[src/rtl/irqagg_pkg.sv]
package irqagg_pkg;

    localparam int SRC_N  = 32;
    localparam int ADDR_W = 3;

    typedef enum logic [ADDR_W-1:0] {
        RA_SRC    = 3'd0,
        RA_EN_SET = 3'd1,
        RA_EN_CLR = 3'd2,
        RA_RESULT = 3'd3,
        RA_BLK    = 3'd4
    } reg_addr_e;

    typedef struct packed {
        logic src_w1c;
        logic en_w1s;
        logic en_w1c;
        logic blk_wr;
    } wr_strobe_t;

    function automatic wr_strobe_t decode_write(logic sel, logic wr, logic [ADDR_W-1:0] addr);
        wr_strobe_t s;
        s = '0;
        if (sel && wr) begin
            case (addr)
                RA_SRC:    s.src_w1c = 1'b1;
                RA_EN_SET: s.en_w1s  = 1'b1;
                RA_EN_CLR: s.en_w1c  = 1'b1;
                RA_BLK:    s.blk_wr  = 1'b1;
                default:   s = '0;
            endcase
        end
        return s;
    endfunction

endpackage

[src/rtl/irqagg_decode.sv]
module irqagg_decode
    import irqagg_pkg::*;
#(
    parameter int W = SRC_N
) (
    input  logic              bus_sel,
    input  logic              bus_wr,
    input  logic [ADDR_W-1:0] bus_addr,
    input  logic [W-1:0]      src_q,
    input  logic [W-1:0]      en_q,
    input  logic              blk_q,
    input  logic [W-1:0]      result,
    output wr_strobe_t        strobe,
    output logic [W-1:0]      rdata
);

    always_comb begin
        strobe = decode_write(bus_sel, bus_wr, bus_addr);
    end

    always_comb begin
        rdata = '0;
        if (bus_sel && !bus_wr) begin
            case (bus_addr)
                RA_SRC:    rdata = src_q;
                RA_EN_SET: rdata = en_q;
                RA_EN_CLR: rdata = en_q;
                RA_RESULT: rdata = result;
                RA_BLK:    rdata = {{(W-1){1'b0}}, blk_q};
                default:   rdata = '0;
            endcase
        end
    end

endmodule

[src/rtl/irqagg_src_bank.sv]
module irqagg_src_bank #(
    parameter int W = 32
) (
    input  logic         clk,
    input  logic         rst,
    input  logic [W-1:0] req_i,
    input  logic         clr_we,
    input  logic [W-1:0] clr_mask,
    output logic [W-1:0] src_q
);

    for (genvar i = 0; i < W; i++) begin : g_bit
        logic kill;
        assign kill = clr_we && clr_mask[i];
        always_ff @(posedge clk) begin
            if (rst) begin
                src_q[i] <= 1'b0;
            end else if (req_i[i]) begin
                src_q[i] <= 1'b1;      // a new event beats a same-cycle clear
            end else if (kill) begin
                src_q[i] <= 1'b0;
            end
        end
    end

endmodule

[src/rtl/irqagg_en_reg.sv]
module irqagg_en_reg #(
    parameter int W = 32
) (
    input  logic         clk,
    input  logic         rst,
    input  logic         set_we,
    input  logic         clr_we,
    input  logic         blk_we,
    input  logic [W-1:0] wdata,
    output logic [W-1:0] en_q,
    output logic         blk_q
);

    logic [W-1:0] set_m;
    logic [W-1:0] clr_m;

    assign set_m = set_we ? wdata : '0;
    assign clr_m = clr_we ? wdata : '0;

    always_ff @(posedge clk) begin
        if (rst) begin
            en_q  <= '0;
            blk_q <= 1'b0;
        end else begin
            en_q <= (en_q | set_m) & ~clr_m;
            if (blk_we) begin
                blk_q <= wdata[0];
            end
        end
    end

endmodule

[src/rtl/irqagg_out.sv]
module irqagg_out #(
    parameter int W = 32
) (
    input  logic         clk,
    input  logic         rst,
    input  logic [W-1:0] src_q,
    input  logic [W-1:0] en_q,
    input  logic         blk_q,
    output logic [W-1:0] result,
    output logic         grp_irq
);

    assign result = src_q & en_q;

    always_ff @(posedge clk) begin
        if (rst) begin
            grp_irq <= 1'b0;
        end else begin
            grp_irq <= blk_q && (|result);
        end
    end

endmodule

[src/rtl/irq_group_agg.sv]
module irq_group_agg
    import irqagg_pkg::*;
#(
    parameter int W = SRC_N
) (
    input  logic              clk,
    input  logic              rst,
    input  logic [W-1:0]      req_i,
    input  logic              bus_sel,
    input  logic              bus_wr,
    input  logic [ADDR_W-1:0] bus_addr,
    input  logic [W-1:0]      bus_wdata,
    output logic [W-1:0]      bus_rdata,
    output logic              grp_irq
);

    wr_strobe_t   strobe;
    logic [W-1:0] src_q;
    logic [W-1:0] en_q;
    logic         blk_q;
    logic [W-1:0] result;

    irqagg_decode #(.W(W)) u_dec (
        .bus_sel  (bus_sel),
        .bus_wr   (bus_wr),
        .bus_addr (bus_addr),
        .src_q    (src_q),
        .en_q     (en_q),
        .blk_q    (blk_q),
        .result   (result),
        .strobe   (strobe),
        .rdata    (bus_rdata)
    );

    irqagg_src_bank #(.W(W)) u_src (
        .clk      (clk),
        .rst      (rst),
        .req_i    (req_i),
        .clr_we   (strobe.src_w1c),
        .clr_mask (bus_wdata),
        .src_q    (src_q)
    );

    irqagg_en_reg #(.W(W)) u_en (
        .clk    (clk),
        .rst    (rst),
        .set_we (strobe.en_w1s),
        .clr_we (strobe.en_w1c),
        .blk_we (strobe.blk_wr),
        .wdata  (bus_wdata),
        .en_q   (en_q),
        .blk_q  (blk_q)
    );

    irqagg_out #(.W(W)) u_out (
        .clk     (clk),
        .rst     (rst),
        .src_q   (src_q),
        .en_q    (en_q),
        .blk_q   (blk_q),
        .result  (result),
        .grp_irq (grp_irq)
    );

endmodule

[config.mk]
export PLATFORM = sky130hd
export DESIGN_NAME = irq_group_agg
export DESIGN_NICKNAME = d
export VERILOG_FILES = /design/src/rtl/irqagg_pkg.sv /design/src/rtl/irqagg_decode.sv /design/src/rtl/irqagg_src_bank.sv /design/src/rtl/irqagg_en_reg.sv /design/src/rtl/irqagg_out.sv /design/src/rtl/irq_group_agg.sv
export SDC_FILE = /design/constraint.sdc
export NUM_CORES = 1
export LEC_CHECK = 0
export BUFFER_PORTS_ARGS = -buffer_cell sky130_fd_sc_hd__buf_2
export CAP_MARGIN = 15
export CORE_MARGIN = 2
export CORE_UTILIZATION = 54
export CTS_BUF_LIST = sky130_fd_sc_hd__clkbuf_16
export CTS_CLUSTER_SIZE = 14
export DETAILED_ROUTE_END_ITERATION = 7
export PLACE_DENSITY = 0.81
export SKIP_CTS_REPAIR_TIMING = 1
export SLEW_MARGIN = 20
export SYNTH_ARGS = -nofsm -noshare
export SYNTH_HDL_FRONTEND = slang
export SYNTH_HIERARCHICAL = 1
export SYNTH_SLANG_ARGS = --single-unit
[constraint.sdc]
create_clock -name clk -period 2.2 [get_ports clk]
set_input_delay 0.22 -clock clk [delete_from_list [all_inputs] [get_ports clk]]
set_output_delay 0.22 -clock clk [all_outputs]
set_load 0.05 [all_outputs]
Word level (Yosys, flattened, before mapping)

Cells that the tools add are included.

Bitwise logic cells: 4
Mux-type cells: 73
Equality and inequality tests: 4
Reductions and logical operators: 71

Operator list:

| kind               | number |
|---|---|
| $pmux 32 s4        | 1 |
| $mux 32            | 3 |
| $mux 1             | 68 |
| $and 32x32->32     | 2 |
| $reduce_bool 2->1  | 32 |
| $logic_and 1x1->1  | 35 |
| $not 32->32        | 1 |
| $or 32x32->32      | 1 |
| $reduce_or 32->1   | 1 |
| $eq 3x2->1 const B | 2 |
| $mux 4             | 1 |
| $eq 3x1->1 const B | 1 |
| $eq 3x3->1 const B | 1 |
| $logic_not 3->1    | 1 |
| $reduce_or 2->1    | 1 |
| $logic_not 1->1    | 1 |

Bits in registers: 66
Output and inout port bits: 33

Depth between registers and ports, before layout

Gate-level depths: netlist (run 1).

Depth after elaboration: 6
Gate-level depth with buffers: 7
Mapped depth without buffers: 4

Hierarchy

Netlist (run 1), hierarchy kept.

Modules (own cells, without submodules):

| module          | cells each | instances | area each (um^2) |
|---|---|---|---|
| irqagg_decode   | 158        | 1         | 1381.3 |
| irqagg_en_reg   | 109        | 1         | 1318.8 |
| irqagg_src_bank | 134        | 1         | 1209.9 |
| irqagg_out      | 47         | 1         | 325.3 |

Worst setup path after synthesis (run 1)

Ideal clock, no wire load.

Path type: input-to-output
Start: input bus_addr[1]
End: output bus_rdata[31]
Arrival time: 1.911 ns
Required time: 1.980 ns
Cell stages on the path: 5
Setup slack: 0.069 ns
Path through: buf_4 -> buf_6 -> buf_6 -> a211oi_1 -> a211oi_1

Longest elaborated chain between the ends: 4
Elaborated cells between the ends (all ways): 8
Those cells by class: eq/ne: 4; mux: 2; reduce/logical: 2

Ends and longest elaborated chain:

| element                                         | RTL line            | RTL |
|---|---|---|
| start, declared                                 | irq_group_agg.sv:11 | `input logic [ADDR_W-1:0] bus_addr,` |
| $eq 3x1->1 / $eq 3x2->1 (equally long branches) | irqagg_decode.sv:24 | `case (bus_addr)` |
| $reduce_or 2->1 (no line)                       | -                   |  |
| $pmux 32 s4 (*)                                 | irqagg_decode.sv:24 |  |
| $mux 32 (*)                                     | irqagg_decode.sv:23 | `if (bus_sel && !bus_wr) begin` |
| end, declared                                   | irq_group_agg.sv:13 | `output logic [W-1:0] bus_rdata,` |

Every way passes the cells marked *; elsewhere a longest branch is shown, timed or not.

Final worst setup path (run 1)

Start: register u_en.en_q[27]
End: register u_out.grp_irq

Longest elaborated chain between the ends: 3

Ends and longest elaborated chain:

| element                | RTL line            | RTL |
|---|---|---|
| start, declared        | irqagg_en_reg.sv:10 | `output logic [W-1:0] en_q,` |
| start signal, assigned | irqagg_en_reg.sv:25 | `en_q <= (en_q \| set_m) & ~clr_m;` |
| $and 32x32->32         | irqagg_out.sv:13    | `assign result = src_q & en_q;` |
| named net result[27]   | irq_group_agg.sv:21 | `logic [W-1:0] result;` |
| $reduce_or 32->1       | irqagg_out.sv:19    | `grp_irq <= blk_q && (\|result);` |
| $logic_and 1x1->1      | irqagg_out.sv:19    |  |
| end signal, assigned   | irqagg_out.sv:19    |  |
| end, declared          | irqagg_out.sv:10    | `output logic grp_irq` |

The timed path passes the listed nets, and every way through them passes these cells.
A chain may end at the register's enable or synchronous reset.

==> summary.md, run 1 <==
| Metric | Value |
|---|---|
| Static leakage | 2.109 nW |
| Area of the placeable core | 7647 um2 |
| Clock share of power | 43.5% |
| Crit path launch type | register |
| Endpoint class of the critical path | register |
| H-tree lvl count | 3 |
| Number of top-level pins | 104 |
| TritonCTS clock tree | built |
| Final Slew Violations | 0 |
| Post-placement worst setup slack | 209.0 ps |
| Final period demand of the worst path | 2013 ps |
| Endpoints failing setup | 0 |
| Area Growth Syn to Fin | 18.55% |
| Drt pass-1 iters | 5 |
| Net switching power figure | 0.8085 mW |
| Die Wd | 92.56 um |
| Initial standard-cell utilization of the core | 55.38% |
| Register area share after synthesis | 31.20% |
| Worst Path Class, Setup | register to register |
| Worst hold path depth | 2 |
| Sw Share | 26.22% |
| Worst Skew | 8.003 ps |
| Internal | 2.275 mW |
| Worst hold slack across all endpoints | 111.8 ps |
| Async SR Flop Fraction | 0% |
| Later-pin clock latency in the skew report | 320 ps |
| Unique masters post-synth | 26 |
| Final routed DRC violation total | 0 |
| Avg Synthesized Cell Area | 9.454 um2 |
| Number of enable-type register cells in the synthesized netlist | 0 |
| Detailed placer's ending HPWL | 7495 um |
| Number of storage elements in the synthesis netlist | 66 |
| Dominant synthesized flop cell | dfxtp_1 |
| Arrival time reported for the critical path endpoint | 2210 ps |
| DRT antenna net count | 0 |
| Routed wire length per instance | 17.27 um |
| Critical Path RT | 2400 ps |
| Site Rows | 32 |
| Total CTS buffers | 9 |
| Post-synthesis instance total | 448 |
| R2R depth | 4 |
| Worst Setup Slack, final | 187.4 ps |
| Hold/Removal Path Class | input pin to register |
| Max Fanout on Critical Path | 4 |
| Post-synth design cell area | 4235 um2 |
| Number of buffers inserted by port buffering | 103 |
| Transition time at the pin with the least slew margin | 562.5 ps |
| Global placer's final weighted congestion | 0.8702 |
| Final global-route overflow total | 0 |
| Total wire length after detailed routing | 11,140 um |
| Final total negative setup slack | 0 ps |
| Clk pin slew, worst setup/hold paths | 50 ps |
| Die area | 8567 um2 |
| Maximum number of pins on one net before global-route repair | 42 |
| DR iter-0 viols | 179 |
| Total global-route track usage | 26.27% |
| Part of the power in registers | 41.6% |
| Wire length of the first global-routing pass | 18,060 um |
| Num Clock Sinks | 66 |
| Antenna violations before repair | 0 |
| Final worst path period share | 91.48% |
| Fill cell total of the finished layout | 637 |
| Number of synthesis warnings | 6 |
| Die height | 92.56 um |
| Setup repair after global routing missed its margin | no |
| Power share of the combinational group | 14.9% |
| Antenna Cells | 0 |
| Routed vias | 3,832 |
| Post-synthesis net count | 519 |
| Peak supply drop | 0.4599 mV |
| Final count of hold timing violations | 0 |
| Tightest slew margin relative to the limit | 62.50% |
| Share of layout cells above drive strength 1 | 37.20% |
| Timing-limited maximum frequency | 496.9 MHz |
| Total power per unit cell area | 614.2 nW/um2 |
| Buffer type at the clock tree root | clkbuf_16 |
| Via-to-Cell Ratio | 5.941 |
| # Max-Cap Violations | 0 |
| Status | finished, final reports clean |
| Final nets | 611 |
| Vias in the first global route | 3,777 |
| Maximum number of buffers from clock root to sink | 2 |
[per-layer routing]
layer / global-route usage [%] / part of all wire [%] / vias up
met1: 34.45 / 45 / 1822
met5: 0 / 0 / -
met2: 43.19 / 49 / 126
met4: 10.45 / 0.92 / 0
li1: - / - / 1873
met3: 4.231 / 5.5 / 11
[Yosys cell counts, drive strengths merged, types with 4 or more instances]
cell type  count  area (um2)
inv           32       120.1
or2            4       25.02
or4            8       60.06
nor2          33       123.9
a21oi         32       160.2
mux2i         34       340.3
nor2b         32       200.2
dfxtp         66        1321
and2          32       202.7
buf           35       296.5
a211oi        94        1006
a311oi        32       280.3
[power groups by stage]
| stage | sequential, mW | clock [mW] | combinational [mW] |
|---|---|---|---|
| finish | 1.28 | 1.34 | 0.459 |
| detailed placement | 1.31 | 0 | 0.450 |
| CTS | 1.28 | 1.36 | 0.455 |
| floorplan | 1.30 | 0 | 0.308 |
| global placement | 1.30 | 0 | 0.434 |
| global route | 1.29 | 1.41 | 0.496 |
[layout by cell type (no fill, tap or decap), types with 2 or more instances in the layout]
master       n
mux2i_1     34
nor2b_1     32
dfxtp_1     66
a21oi_1     32
buf_2      102
buf_12       3
and2_1      31
a211oi_2    60
nor2_1      33
clkbuf_16    9
inv_1       34
or4_1        8
or2_2        4
nor3b_2      2
buf_4       14
a211oi_1    34
a311oi_1    32
[worst max-delay path, stage by stage (launching register included)]
cell     delay, ps
dfxtp_1        340
and2_4         150
or4_1          530
or4_1          510
o41a_1         370
[worst paths after layout]
| path | slack (ps) | to | start |
|---|---|---|---|
| setup / recovery | 190 | u_out/grp_irq$_SDFF_PP0_ | u_en/en_q[27]$_SDFF_PP0_ |
| setup reg to reg | 190 | u_out/grp_irq$_SDFF_PP0_ | u_en/en_q[27]$_SDFF_PP0_ |
| hold reg to reg | 500 | u_src/src_q[15]$_SDFFE_PP0P_ | u_src/src_q[15]$_SDFFE_PP0P_ |
| hold / removal | 110 | u_en/en_q[30]$_SDFF_PP0_ | bus_wdata[30] |
[flip-flops by register name (all words and copies together) (netlist names)]
signal         count
u_en/en_q         32
u_src/src_q       32
u_en/blk_q         1
u_out/grp_irq      1
[through the flow]
step                power (mW)  cells  cell area (um2)  util, %
global placement         1.736    631             4746    62.06
detailed placement       1.756    631             4746    62.06
global route             3.193    645             5021    65.66
finish                   3.084    645             5021    65.66
CTS                      3.098    645             5021    65.66
floorplan                1.604    448             4235        -
[kinds of logic (layout without fill, tap and decap cells)]
| kind of cell | after synthesis | in the layout | share of synthesized area (%) |
|---|---|---|---|
| flops | 66 | 66 | 31.20 |
| compound gates | 160 | 160 | 34.53 |
| simple gates | 117 | 117 | 15.86 |
| buf+inv | 70 | 165 | 10.10 |
| mux | 35 | 35 | 8.301 |
[final cells by class]
class | count | area [um2] | area share [%]
inverter | 32 | 120.1 | 2.392
timing repair buffer | 119 | 675.6 | 13.46
multi-input combinational | 312 | 2501 | 49.81
clock inverter | 5 | 50.05 | 0.9968
tap | 102 | 127.6 | 2.542
sequential | 66 | 1321 | 26.31
clock buffer | 9 | 225.2 | 4.485
Power figures use the tool's default switching activity.
==> run 2, diff against run 1 <==
CELL_PAD_IN_SITES_DETAIL_PLACEMENT = 0   (was default)
CELL_PAD_IN_SITES_GLOBAL_PLACEMENT = 1   (was default)
CORE_UTILIZATION = 41   (was 54)
PLACE_DENSITY = default   (was 0.81)
PLACE_DENSITY_LB_ADDON = 0.1   (was default)
==> summary.md, run 2 (synthesis gave the netlist of run 1 again) <==
| Metric | Value |
|---|---|
| Total wire length after detailed routing | 11,200 um (+0.57%) |
| Critical path's slowest cell | or4_1 |
| Area Growth Syn to Fin | 20.83% |
| Static leakage | 2.146 nW (+1.8%) |
| Max Fanout on Critical Path | 4 (unchanged) |
| Via-to-Cell Ratio | 5.354 (-9.9%) |
| Transition time at the pin with the least slew margin | 523.8 ps (-38.63 ps) |
| Area of the placeable core | 10,180 um2 (+33%) |
| Final Slew Violations | 0 (unchanged) |
| Share of layout cells above drive strength 1 | 37.45% (+0.25 points) |
| Critical Path RT | 2400 ps (about the same) |
| Drt pass-1 iters | 4 (-1) |
| # Max-Cap Violations | 0 (unchanged) |
| Setup repair after global routing missed its margin | no |
| Final count of hold timing violations | 0 (unchanged) |
| Final nets | 616 (+0.82%) |
| Launch point of the worst hold path | bus_wdata[18] |
| Maximum number of pins on one net before global-route repair | 33 (-21%) |
| Area after detailed placement | 4838 um2 (+2.0%) |
| Delay contributed by the slowest stage of the critical path | 530 ps (about the same) |
| Antenna violations before repair | 0 (unchanged) |
| Antenna Cells | 0 (unchanged) |
| Later-pin clock latency in the skew report | 330 ps (about the same) |
| Endpoints failing setup | 0 (unchanged) |
| Final total negative setup slack | 0 ps (unchanged) |
| Die height | 105.6 um (+14%) |
| Launch instance of the worst register-to-register path | u_en/en_q[24]$_SDFF_PP0_ |
| Global placer's final weighted congestion | 0.7667 (-12%) |
| Overall Power | 3.111 mW (+0.89%) |
| Wire length of the first global-routing pass | 18,210 um (+0.84%) |
| Number of buffers inserted by port buffering | 103 (unchanged) |
| CP Cell Sequence | and2_1 > or4_1 > or4_1 > o41a_1 |
| Commonest cells after routing, fill and taps aside | buf_2, dfxtp_1, a211oi_2 |
| Hold/Removal Path Class | input pin to register |
| Status | finished, final reports clean |
| Num Clock Sinks | 66 (unchanged) |
| Final worst path period share | 92.00% (+0.51 points) |
| Total power per unit cell area | 608.0 nW/um2 (-1.0%) |
| Worst setup path startpoint | u_en/en_q[24]$_SDFF_PP0_ |
| Number of top-level pins | 104 (unchanged) |
| Routed vias | 3,673 (-4.1%) |
| Total global-route track usage | 20.51% (-5.8 points) |
| Buffer type at the clock tree root | clkbuf_16 |
| Final routed DRC violation total | 0 (unchanged) |
| Post-placement worst setup slack | 184.9 ps (-24.18 ps) |
| Initial standard-cell utilization of the core | 41.58% (-14 points) |
| Site Rows | 37 (+16%) |
| Peak supply drop | 0.2877 mV (-37%) |
| Total CTS buffers | 9 (unchanged) |
| Non-filler cells in the finished layout | 686 (+6.4%) |
| Most frequent cell on the critical path | or4_1 |
| Kind of cell with the highest combined delay on the critical path | simple AND/OR/NAND/NOR gates |
| Die Wd | 105.6 um (+14%) |
| Clk pin slew, worst setup/hold paths | 60 ps (about the same) |
| DR iter-0 viols | 122 (-32%) |
| Maximum number of buffers from clock root to sink | 2 (unchanged) |
| DRT antenna net count | 0 (unchanged) |
| Number of buffers and inverters on the critical path | 0 (unchanged) |
| Tightest slew margin relative to the limit | 65.08% (+2.6 points) |
| Leading registers by flop count | u_en/en_q x32, u_src/src_q x32 |
| Total placed cells including tap cells | 670 (+6.2%) |
| Endpoint class of the critical path | register |
| Final global-route overflow total | 0 (unchanged) |
| TritonCTS clock tree | built |
| Worst Path Class, Setup | register to register |
| Vias in the first global route | 3,592 (-4.9%) |
| Die area | 11,160 um2 (+30%) |
| Crit path launch type | register |
| H-tree lvl count | 3 (unchanged) |
| Worst Setup Slack, final | 176.1 ps (-11.32 ps) |
| Arrival time reported for the critical path endpoint | 2230 ps (+20 ps) |
| Layout Cell Area excl Fill | 5117 um2 (+1.9%) |
| Timing-limited maximum frequency | 494.1 MHz (-0.56%) |
| Worst Skew | 6.567 ps (-1.436 ps) |
| Final period demand of the worst path | 2024 ps (+11.32 ps) |
| Detailed placer's ending HPWL | 7939 um (+5.9%) |
| Routed wire length per instance | 16.33 um (-5.4%) |
| Most common cell after layout, fill and taps aside | buf_2 |
[run 2: cell types whose count changed in the layout (fill, tap and decap cells not counted), sizes merged]
cell / before / now
clkinvlp: 1 / 0
inv: 34 / 35
clkinv: 1 / 3
buf: 119 / 124
[run 2: worst reg2reg max path: stages (launching register included)]
cell     delay [ps]
dfxtp_1         330
and2_1          160
or4_1           530
or4_1           520
o41a_1          380
[run 2: routing by layer]
metal	GRT usage, %	share of wire [%]
met5	0	0
met4	5.639	0.98
met3	3.463	4.3
met2	34.33	47
met1	27.25	48
[run 2: worst paths after layout]
kind / endpoint / cells after the start / slack (ps)
max: u_out/grp_irq$_SDFF_PP0_ / 4 / 180
min: u_en/en_q[18]$_SDFF_PP0_ / 2 / 110
max reg2reg: u_out/grp_irq$_SDFF_PP0_ / 4 / 180
min reg2reg: u_src/src_q[31]$_SDFFE_PP0P_ / 2 / 490
[run 2: final cells by class]
class | instances | area, um2
Tap cell | 136 | 170.2
Inverter | 32 | 120.1
Multi-Input combinational cell | 312 | 2501
Clock inverter | 7 | 53.80
Timing Repair Buffer | 124 | 725.7
Clock buffer | 9 | 225.2
Sequential cell | 66 | 1321
Fill cell | 1033 | 5067
[run 2: stage by stage]
step | hold WS, ps | utilization, %
detailed placement | 446.7 | 47.51
global route | 108.8 | 50.25
finish | 109.3 | 50.25
CTS | 102.6 | 50.25
global placement | 434.7 | 47.51
floorplan | 298.0 | -
[run 2: where the power goes]
| part | switching [mW] | leakage (nW) | internal, mW |
|---|---|---|---|
| Clock | 0.516 | 0.148 | 0.855 |
| Combinational | 0.278 | 1.46 | 0.182 |
| Sequential | 0.0339 | 0.543 | 1.25 |
